File: src/rtl/gpio_irq_pkg.sv
package gpio_irq_pkg;
  localparam int unsigned ADDR_W = 3;

  typedef enum logic [ADDR_W-1:0] {
    A_BANK_EN  = 3'd0,
    A_SET_RISE = 3'd1,
    A_CLR_RISE = 3'd2,
    A_SET_FALL = 3'd3,
    A_CLR_FALL = 3'd4
  } reg_addr_e;
endpackage

File: src/rtl/gpio_in_sync.sv
module gpio_in_sync #(
  parameter int unsigned WIDTH = 32
) (
  input  logic             clk_i,
  input  logic             rst_ni,
  input  logic [WIDTH-1:0] d_i,
  output logic [WIDTH-1:0] q_o
);
  for (genvar i = 0; i < WIDTH; i++) begin : g_bit
    logic meta_q, stab_q;
    always_ff @(posedge clk_i or negedge rst_ni) begin
      if (!rst_ni) begin
        meta_q <= 1'b0;
        stab_q <= 1'b0;
      end else begin
        meta_q <= d_i[i];
        stab_q <= meta_q;
      end
    end
    assign q_o[i] = stab_q;
  end
endmodule

File: src/rtl/gpio_edge_det.sv
module gpio_edge_det #(
  parameter int unsigned WIDTH = 32
) (
  input  logic             clk_i,
  input  logic             rst_ni,
  input  logic [WIDTH-1:0] lvl_i,
  input  logic [WIDTH-1:0] rise_en_i,
  input  logic [WIDTH-1:0] fall_en_i,
  output logic [WIDTH-1:0] hit_o
);
  logic [WIDTH-1:0] last_q;

  always_ff @(posedge clk_i or negedge rst_ni) begin
    if (!rst_ni) last_q <= '0;
    else         last_q <= lvl_i;
  end

  assign hit_o = (lvl_i & ~last_q & rise_en_i) | (~lvl_i & last_q & fall_en_i);
endmodule

File: src/rtl/gpio_trig_regs.sv
module gpio_trig_regs
  import gpio_irq_pkg::*;
#(
  parameter int unsigned NUM_PINS  = 32,
  parameter int unsigned NUM_BANKS = 2
) (
  input  logic                 clk_i,
  input  logic                 rst_ni,
  input  logic                 wr_en_i,
  input  logic [ADDR_W-1:0]    addr_i,
  input  logic [NUM_PINS-1:0]  wdata_i,
  output logic [NUM_PINS-1:0]  rise_o,
  output logic [NUM_PINS-1:0]  fall_o,
  output logic [NUM_BANKS-1:0] bank_en_o
);
  logic [NUM_PINS-1:0] rise_set, rise_clr, fall_set, fall_clr;
  logic [NUM_PINS-1:0] rise_q, fall_q;
  logic [NUM_BANKS-1:0] en_q;

  always_comb begin
    rise_set = '0;
    rise_clr = '0;
    fall_set = '0;
    fall_clr = '0;
    if (wr_en_i) begin
      unique case (reg_addr_e'(addr_i))
        A_SET_RISE: rise_set = wdata_i;
        A_CLR_RISE: rise_clr = wdata_i;
        A_SET_FALL: fall_set = wdata_i;
        A_CLR_FALL: fall_clr = wdata_i;
        default: ;
      endcase
    end
  end

  always_ff @(posedge clk_i or negedge rst_ni) begin
    if (!rst_ni) begin
      rise_q <= '0;
      fall_q <= '0;
      en_q   <= '0;
    end else begin
      // set applied last so it wins over a clear of the same bit
      rise_q <= (rise_q & ~rise_clr) | rise_set;
      fall_q <= (fall_q & ~fall_clr) | fall_set;
      if (wr_en_i && reg_addr_e'(addr_i) == A_BANK_EN) en_q <= wdata_i[NUM_BANKS-1:0];
    end
  end

  assign rise_o    = rise_q;
  assign fall_o    = fall_q;
  assign bank_en_o = en_q;
endmodule

File: src/rtl/gpio_edge_irq.sv
module gpio_edge_irq
  import gpio_irq_pkg::*;
#(
  parameter int unsigned NUM_PINS  = 32,
  parameter int unsigned BANK_PINS = 16,
  localparam int unsigned NUM_BANKS = (NUM_PINS + BANK_PINS - 1) / BANK_PINS
) (
  input  logic                 clk_i,
  input  logic                 rst_ni,
  input  logic [NUM_PINS-1:0]  pin_i,
  input  logic                 wr_en_i,
  input  logic [ADDR_W-1:0]    addr_i,
  input  logic [NUM_PINS-1:0]  wdata_i,
  output logic [NUM_PINS-1:0]  rdata_o,
  output logic [NUM_BANKS-1:0] irq_o,
  output logic [NUM_BANKS-1:0] dma_o
);
  logic [NUM_PINS-1:0]  lvl, hit, rise_q, fall_q;
  logic [NUM_BANKS-1:0] bank_en_q, bank_hit, irq_q, dma_q;

  gpio_in_sync #(.WIDTH(NUM_PINS)) u_sync (
    .clk_i(clk_i), .rst_ni(rst_ni), .d_i(pin_i), .q_o(lvl)
  );

  gpio_trig_regs #(.NUM_PINS(NUM_PINS), .NUM_BANKS(NUM_BANKS)) u_regs (
    .clk_i(clk_i), .rst_ni(rst_ni), .wr_en_i(wr_en_i), .addr_i(addr_i),
    .wdata_i(wdata_i), .rise_o(rise_q), .fall_o(fall_q), .bank_en_o(bank_en_q)
  );

  gpio_edge_det #(.WIDTH(NUM_PINS)) u_edge (
    .clk_i(clk_i), .rst_ni(rst_ni), .lvl_i(lvl),
    .rise_en_i(rise_q), .fall_en_i(fall_q), .hit_o(hit)
  );

  for (genvar b = 0; b < NUM_BANKS; b++) begin : g_bank
    localparam int unsigned LO = b * BANK_PINS;
    localparam int unsigned HI = (LO + BANK_PINS > NUM_PINS) ? NUM_PINS - 1 : LO + BANK_PINS - 1;
    assign bank_hit[b] = |hit[HI:LO];
  end

  always_ff @(posedge clk_i or negedge rst_ni) begin
    if (!rst_ni) begin
      irq_q <= '0;
      dma_q <= '0;
    end else begin
      irq_q <= bank_hit & bank_en_q;
      dma_q <= bank_hit & bank_en_q;
    end
  end

  assign irq_o = irq_q;
  assign dma_o = dma_q;

  always_comb begin
    unique case (reg_addr_e'(addr_i))
      A_BANK_EN:              rdata_o = NUM_PINS'(bank_en_q);
      A_SET_RISE, A_CLR_RISE: rdata_o = rise_q;
      A_SET_FALL, A_CLR_FALL: rdata_o = fall_q;
      default:                rdata_o = '0;
    endcase
  end
endmodule

File: config.mk
export PLATFORM = sky130hd
export DESIGN_NAME = gpio_edge_irq
export DESIGN_NICKNAME = d
export VERILOG_FILES = /design/src/rtl/gpio_irq_pkg.sv /design/src/rtl/gpio_in_sync.sv /design/src/rtl/gpio_edge_det.sv /design/src/rtl/gpio_trig_regs.sv /design/src/rtl/gpio_edge_irq.sv
export SDC_FILE = /design/constraint.sdc
export NUM_CORES = 1
export LEC_CHECK = 0
export ABC_AREA = 1
export BUFFER_PORTS_ARGS = -buffer_cell sky130_fd_sc_hd__buf_2
export CAP_MARGIN = 20
export CORE_MARGIN = 2
export CORE_UTILIZATION = 63
export CTS_BUF_LIST = sky130_fd_sc_hd__clkbuf_8
export CTS_CLUSTER_DIAMETER = 50
export DETAILED_ROUTE_END_ITERATION = 8
export PLACE_DENSITY = 0.88
export SKIP_LAST_GASP = 1
export SYNTH_ARGS = -nofsm -noshare
export SYNTH_HDL_FRONTEND = slang
export SYNTH_SLANG_ARGS = --single-unit
export TNS_END_PERCENT = 20
File: constraint.sdc
create_clock -name clk_i -period 2 [get_ports clk_i]
set_input_delay 0.1 -clock clk_i [delete_from_list [all_inputs] [get_ports clk_i]]
set_output_delay 0.1 -clock clk_i [all_outputs]
set_load 0.005 [all_outputs]
==> run_results.csv, run 1 <==
group,metric,value,unit
sta,hold_viol,0,
die,die_area,0.0110,mm^2
critical_path,crit_type,"in -> out",
cts,clk_pin_slew,0.08,ns
sta,timing.slew.headroom,50.8,%
run,cap_viol_max_count,0,
sta,setup_ws,0.472,ns
yosys,syn_area,0.00640,mm^2
die,pin_count,106,
place,gp_congestion,0.848,
sta,skew,0.0117,ns
sta,fin_crit_sh,76.4,%
layout,multiInputGateArea,0.00195,mm^2
sta,finalCriticalPeriod,1.53,ns
critical_path,worst_setup_path_end_kind,"primary output",
min_path,hold_path.class,"in -> async",
pwr,peakVddDrop,0.781,mV
global_route,grt_use_met1,43.4,%
yosys,synth_seq_cells,164,
yosys,syn_inst,695,
detailed_routing,via_per_inst,5.79,
layout,layout_commonest_cell,"nand2_1",
global_route,grt_overflow,0,
outcome,status,"finished, final reports clean",
cts,clock_sinks,164,
detailed_routing,post_drt_wl_per_cell,17.8,um
cts,root_buffer,"clkbuf_8",
pwr,p_per_area,980,mW/mm^2
global_route,grt_use_met3,8.67,%
layout,final.fill_count,543,
global_route,grt_usage,34.9,%
global_route,grt_pass1_vias,5898,
yosys,syn-num-nets,765,
layout,nets,938,
sta,rsz0062_at_grt,"no",
critical_path,crit_arrival,1.43,ns
cts,cts_made_buffers,17,
detailed_routing,via_count,5866,
die,start_util,65.2,%
global_route,antenna_found_initial,0,
sta,fmax,654,MHz
global_route,top_usage_layer,"met2",
place,portBuffers,105,
yosys,syn_area_per_cell,9.22,um^2
layout,drive_gt1_share,17.5,%
cts,cts_resized,0,
detailed_routing,drt-pass1-iter-count,6,
critical_path,start_kind,"input port",
detailed_routing,drt_iter0_markers,622,
detailed_routing,ant_nets,0,
detailed_routing,remaining_drc_errors,0,
place,place_ws,0.499,ns
sta,setup_viol,0,
cts,cts_tree,"built",
global_route,grt.met2_usage,57.6,%
global_route,grt_pass1_wl,29200,um
sta,slew_violations,0,
layout,areaGrowthSynthToFinish,27.8,%
critical_path,worst_ep_required_time,1.90,ns
layout,regArea,0.00410,mm^2
place,dp_hpwl,10100,um
cts,clk_path_buf_depth,2,
critical_path,cp_max_fo,12,
sta,tightest_slew,0.739,ns
yosys,ys_types,16,
global_route,grt_max_degree,51,
critical_path,r2r_setup_slack,0.70,ns
layout,n_antenna_cell,0,
pwr,leakage,4.16,nW
layout,mostFrequentLayoutCells,"nand2_1 (233), dfrtp_1 (164), o21ai_0 (136), buf_2 (104), dlygate4sd3_1 (65)",
critical_path,r2r_end,"dma_o[1]",
yosys,yosys_warnings,0,
detailed_routing,drt_wl_total,18100,um
sta,setup-tns-final,0,ns
die,die_h,105,um
die,rows,36,
die,coreArea,0.00982,mm^2
cts,htree_levels,4,
die,die_w,105,um
cts,clock_latency,0.48,ns
yosys,ys_seq_area_share,64.1,%
critical_path,reg2regPathDepth,8,
critical_path,worstReg2RegStart,"u_sync.g_bit[24].stab_q",
-- report_power, final --
part | total, mW | switching [mW] | internal [mW]
logic | 1.20 | 0.701 | 0.498
clock network | 2.78 | 1.18 | 1.60
registers | 4.04 | 0.317 | 3.72
-- per-stage QoR --
stage	hold slack [ns]	cell area (um^2)	instances	util (%)	power [mW]
2_1_floorplan	-0.196	6400	695	-	4.59
3_3_place_gp	0.0621	7070	917	72.0	4.99
3_5_place_dp	0.0735	7070	917	72.0	5.09
4_1_cts	0.112	8190	1014	83.4	7.94
5_1_grt	0.134	8190	1014	83.4	8.36
6_report	0.133	8190	1014	83.4	8.02
-- layer usage --
metal / wire length (um) / vias to the layer above
met5: 0 / -
met4: 863 / 0
met2: 8690 / 447
met3: 1760 / 105
li1: - / 2568
met1: 6740 / 2746
-- synth_stat cells (all sizes together) --
cell    instances  area (um^2)
a21o            2         15.0
buf            10         73.8
clkbuf         17         71.3
dfrtp         164         4100
inv            54          203
mux2            2         22.5
nand2         233          875
nand3           7         35.0
nor2           38          143
nor3            2         32.5
o21ai         166          831
-- layout make-up --
cell class	count	share of cell area (%)
multi-input cells	450	23.9
repair buffers	181	15.8
well taps	133	2.03
clock buffers	21	3.53
flip-flops and latches	164	50.1
clock inverters	11	2.20
inverters	54	2.48
-- kinds of logic (layout without fill, tap and decap cells) --
kind of cell	Yosys count	after routing	synth area share (%)
simple gates	280	280	16.9
compound gates	168	168	13.2
mux	2	2	0.352
buf+inv	81	267	5.43
flops	164	164	64.1
-- sequential cells by signal (all words and copies together) (netlist names) --
| signal | flops |
|---|---|
| u_regs.fall_o | 32 |
| u_regs.bank_en_o | 2 |
| u_regs.rise_o | 32 |
| u_sync.g_bit.meta_q | 32 |
| dma_o | 2 |
| u_sync.g_bit.stab_q | 32 |
| u_edge.last_q | 32 |
-- what timing repair did --
| item | 4_1_cts | 5_1_grt |
|---|---|---|
| setup buffers | 0 | 0 |
| hold buffers | 65 | 0 |
| hold endpoints to repair | 235 | 0 |
-- critical path, stage by stage --
cell     delay [ns]
buf_2          0.15
inv_2          0.07
nor3_4         0.43
buf_4          0.30
o21ai_0        0.13
nand2_1        0.12
buf_2          0.12
-- worst max path at each step --
stage,start,to,slack (ns),depth (start not counted)
global route,addr_i[1],rdata_o[20],0.42,7
finish,addr_i[1],rdata_o[23],0.47,7
CTS,addr_i[1],rdata_o[10],0.56,7
global placement,addr_i[1],u_regs.fall_o[31],0.58,5
floorplan,wr_en_i,u_regs.rise_o[10],1.03,5
detailed placement,addr_i[1],u_regs.fall_o[0],0.50,5
Power figures use the tool's default switching activity.
==> inputs of run 2 (changes only) <==
- CORE_UTILIZATION: 63 -> 58
- PLACE_DENSITY: 0.88 -> 0.82
- clock period: 2 -> 1.6 ns (I/O delays scaled with it)
==> run 2 against run 1 <==
Compared with the run above:
- clock power rose by 23%
- combinational power rose by 21%
- register-to-register slack got worse by 0.28 ns
- largest power group unchanged
==> run_results.csv, run 2 (synthesis gave the netlist of run 1 again) <==
group,metric,value,unit
global_route,antenna_found_initial,1,
pwr,sw_frac_of_total,26.4,%
sta,finalCriticalPeriod,1.36,ns
global_route,grt_usage,29.5,%
detailed_routing,drt_wl_total,16100,um
cts,htree_levels,4,
detailed_routing,ant_nets,0,
cts,clock_latency,0.46,ns
critical_path,worst_setup_path_end_kind,"primary output",
pwr,peakVddDrop,0.913,mV
layout,nets,943,
pwr,intPower,7.29,mW
place,place_ws,0.335,ns
sta,rsz0062_at_grt,"no",
detailed_routing,drt_iter0_markers,476,
sta,slew_violations,0,
die,die_area,0.0119,mm^2
critical_path,start_kind,"input port",
cts,clk_path_buf_depth,2,
detailed_routing,post_drt_wl_per_cell,15.7,um
sta,tightest_slew,0.650,ns
global_route,grt_pass1_vias,5612,
detailed_routing,via_count,5519,
global_route,grt_pass1_wl,26200,um
critical_path,worst_ep_required_time,1.52,ns
outcome,status,"finished, final reports clean",
sta,setup_viol,0,
pwr,seq_power_share,50.7,%
layout,layout_commonest_cell,"nand2_1",
cts,root_buffer,"clkbuf_8",
detailed_routing,via_per_inst,5.37,
pwr,comb_power_share,14.6,%
critical_path,cp_max_fo,20,
layout,regArea,0.00410,mm^2
pwr,power.switching,2.61,mW
die,die_h,109,um
sta,setup-tns-final,0,ns
place,dp_hpwl,9840,um
sta,fin_crit_sh,85.2,%
place,portBuffers,105,
sta,fmax,733,MHz
sta,skew,0.0121,ns
cts,cts_tree,"built",
sta,hold_viol,0,
die,start_util,59.3,%
global_route,grt_max_degree,58,
pwr,pwr-share-clk,34.7,%
detailed_routing,remaining_drc_errors,0,
die,rows,38,
layout,drive_gt1_share,17.9,%
critical_path,crit_type,"in -> out",
pwr,leakage,4.19,nW
layout,multiInputGateArea,0.00195,mm^2
layout,areaGrowthSynthToFinish,28.8,%
sta,setup_ws,0.237,ns
cts,cts_made_buffers,17,
cts,clk_pin_slew,0.08,ns
sta,timing.slew.headroom,56.6,%
layout,mostFrequentLayoutCells,"nand2_1 (233), dfrtp_1 (164), o21ai_0 (136), buf_2 (104), dlygate4sd3_1 (65)",
die,coreArea,0.0108,mm^2
critical_path,crit_arrival,1.28,ns
die,pin_count,106,
min_path,hold_path.class,"in -> reg",
global_route,grt_overflow,0,
cts,clock_sinks,164,
die,die_w,109,um
detailed_routing,drt-pass1-iter-count,7,
run,cap_viol_max_count,0,
place,gp_congestion,0.879,
pwr,p_per_area,1200,mW/mm^2
cts,cts_resized,0,
layout,final.fill_count,698,
run 2: cell types whose count changed in the layout (fill, tap and decap cells not counted):
cell     delta
buf_4       +4
diode_2     +1
buf_12      +1
run 2: what timing repair did:
action / in CTS / in global routing
setup buffers: 0 / 0
hold buffers: 65 / 0
hold endpoints to repair: 204 / 0
run 2: through the flow:
step           utilization (%)  instance area [um^2]  power [mW]  instances  hold WS (ns)
2_1_floorplan                -                  6400        5.74        695        -0.216
3_3_place_gp              66.0                  7120        6.26        929        0.0784
4_1_cts                   76.4                  8240        9.89       1026        0.0875
3_5_place_dp              66.0                  7120        6.36        929        0.0832
6_report                  76.4                  8250        9.90       1027         0.115
5_1_grt                   76.4                  8240        10.4       1026         0.127
run 2: worst max-delay path, cell delays in order:
cell,delay [ns]
buf_2,0.14
inv_2,0.13
nand3_1,0.12
nand2_1,0.13
buf_4,0.30
nand2_1,0.13
nand3_1,0.13
buf_2,0.12
run 2: area by class of cell:
type | count | share of cell area, %
sequential | 164 | 49.8
multi-input combinational | 450 | 23.7
timing repair buffer | 186 | 16.2
clock buffer | 21 | 3.50
inverter | 54 | 2.46
clock inverter | 11 | 2.18
tap | 140 | 2.12
antenna | 1 | 0.0303
run 2: power groups by stage:
stage,Sequential [mW],Clock [mW],Combinational (mW)
floorplan,4.96,0,0.776
global placement,5.03,0,1.22
detailed placement,5.07,0,1.29
CTS,5.00,3.47,1.42
global route,5.07,3.65,1.65
finish,5.02,3.43,1.45
run 2: layer usage:
layer	wire, um	track usage, %	vias to the layer above
li1	-	-	2577
met1	6620	37.1	2643
met2	8070	48.7	256
met3	1110	7.53	43
met4	350	12.4	0
met5	0	0	-
run 2: worst paths after layout:
| check | startpoint | end | slack (ns) | depth (start not counted) |
|---|---|---|---|---|
| max reg2reg | u_regs.rise_o[10] | dma_o[0] | 0.42 | 8 |
| max in group asynchronous | rst_ni | u_sync.g_bit[22].meta_q | 0.83 | 3 |
| max | addr_i[2] | rdata_o[1] | 0.24 | 8 |
| min in group asynchronous | rst_ni | u_sync.g_bit[29].meta_q | 0.16 | 2 |
| min reg2reg | u_sync.g_bit[16].meta_q | u_sync.g_bit[16].stab_q | 0.35 | 0 |
| min | wr_en_i | u_regs.fall_o[17] | 0.11 | 3 |
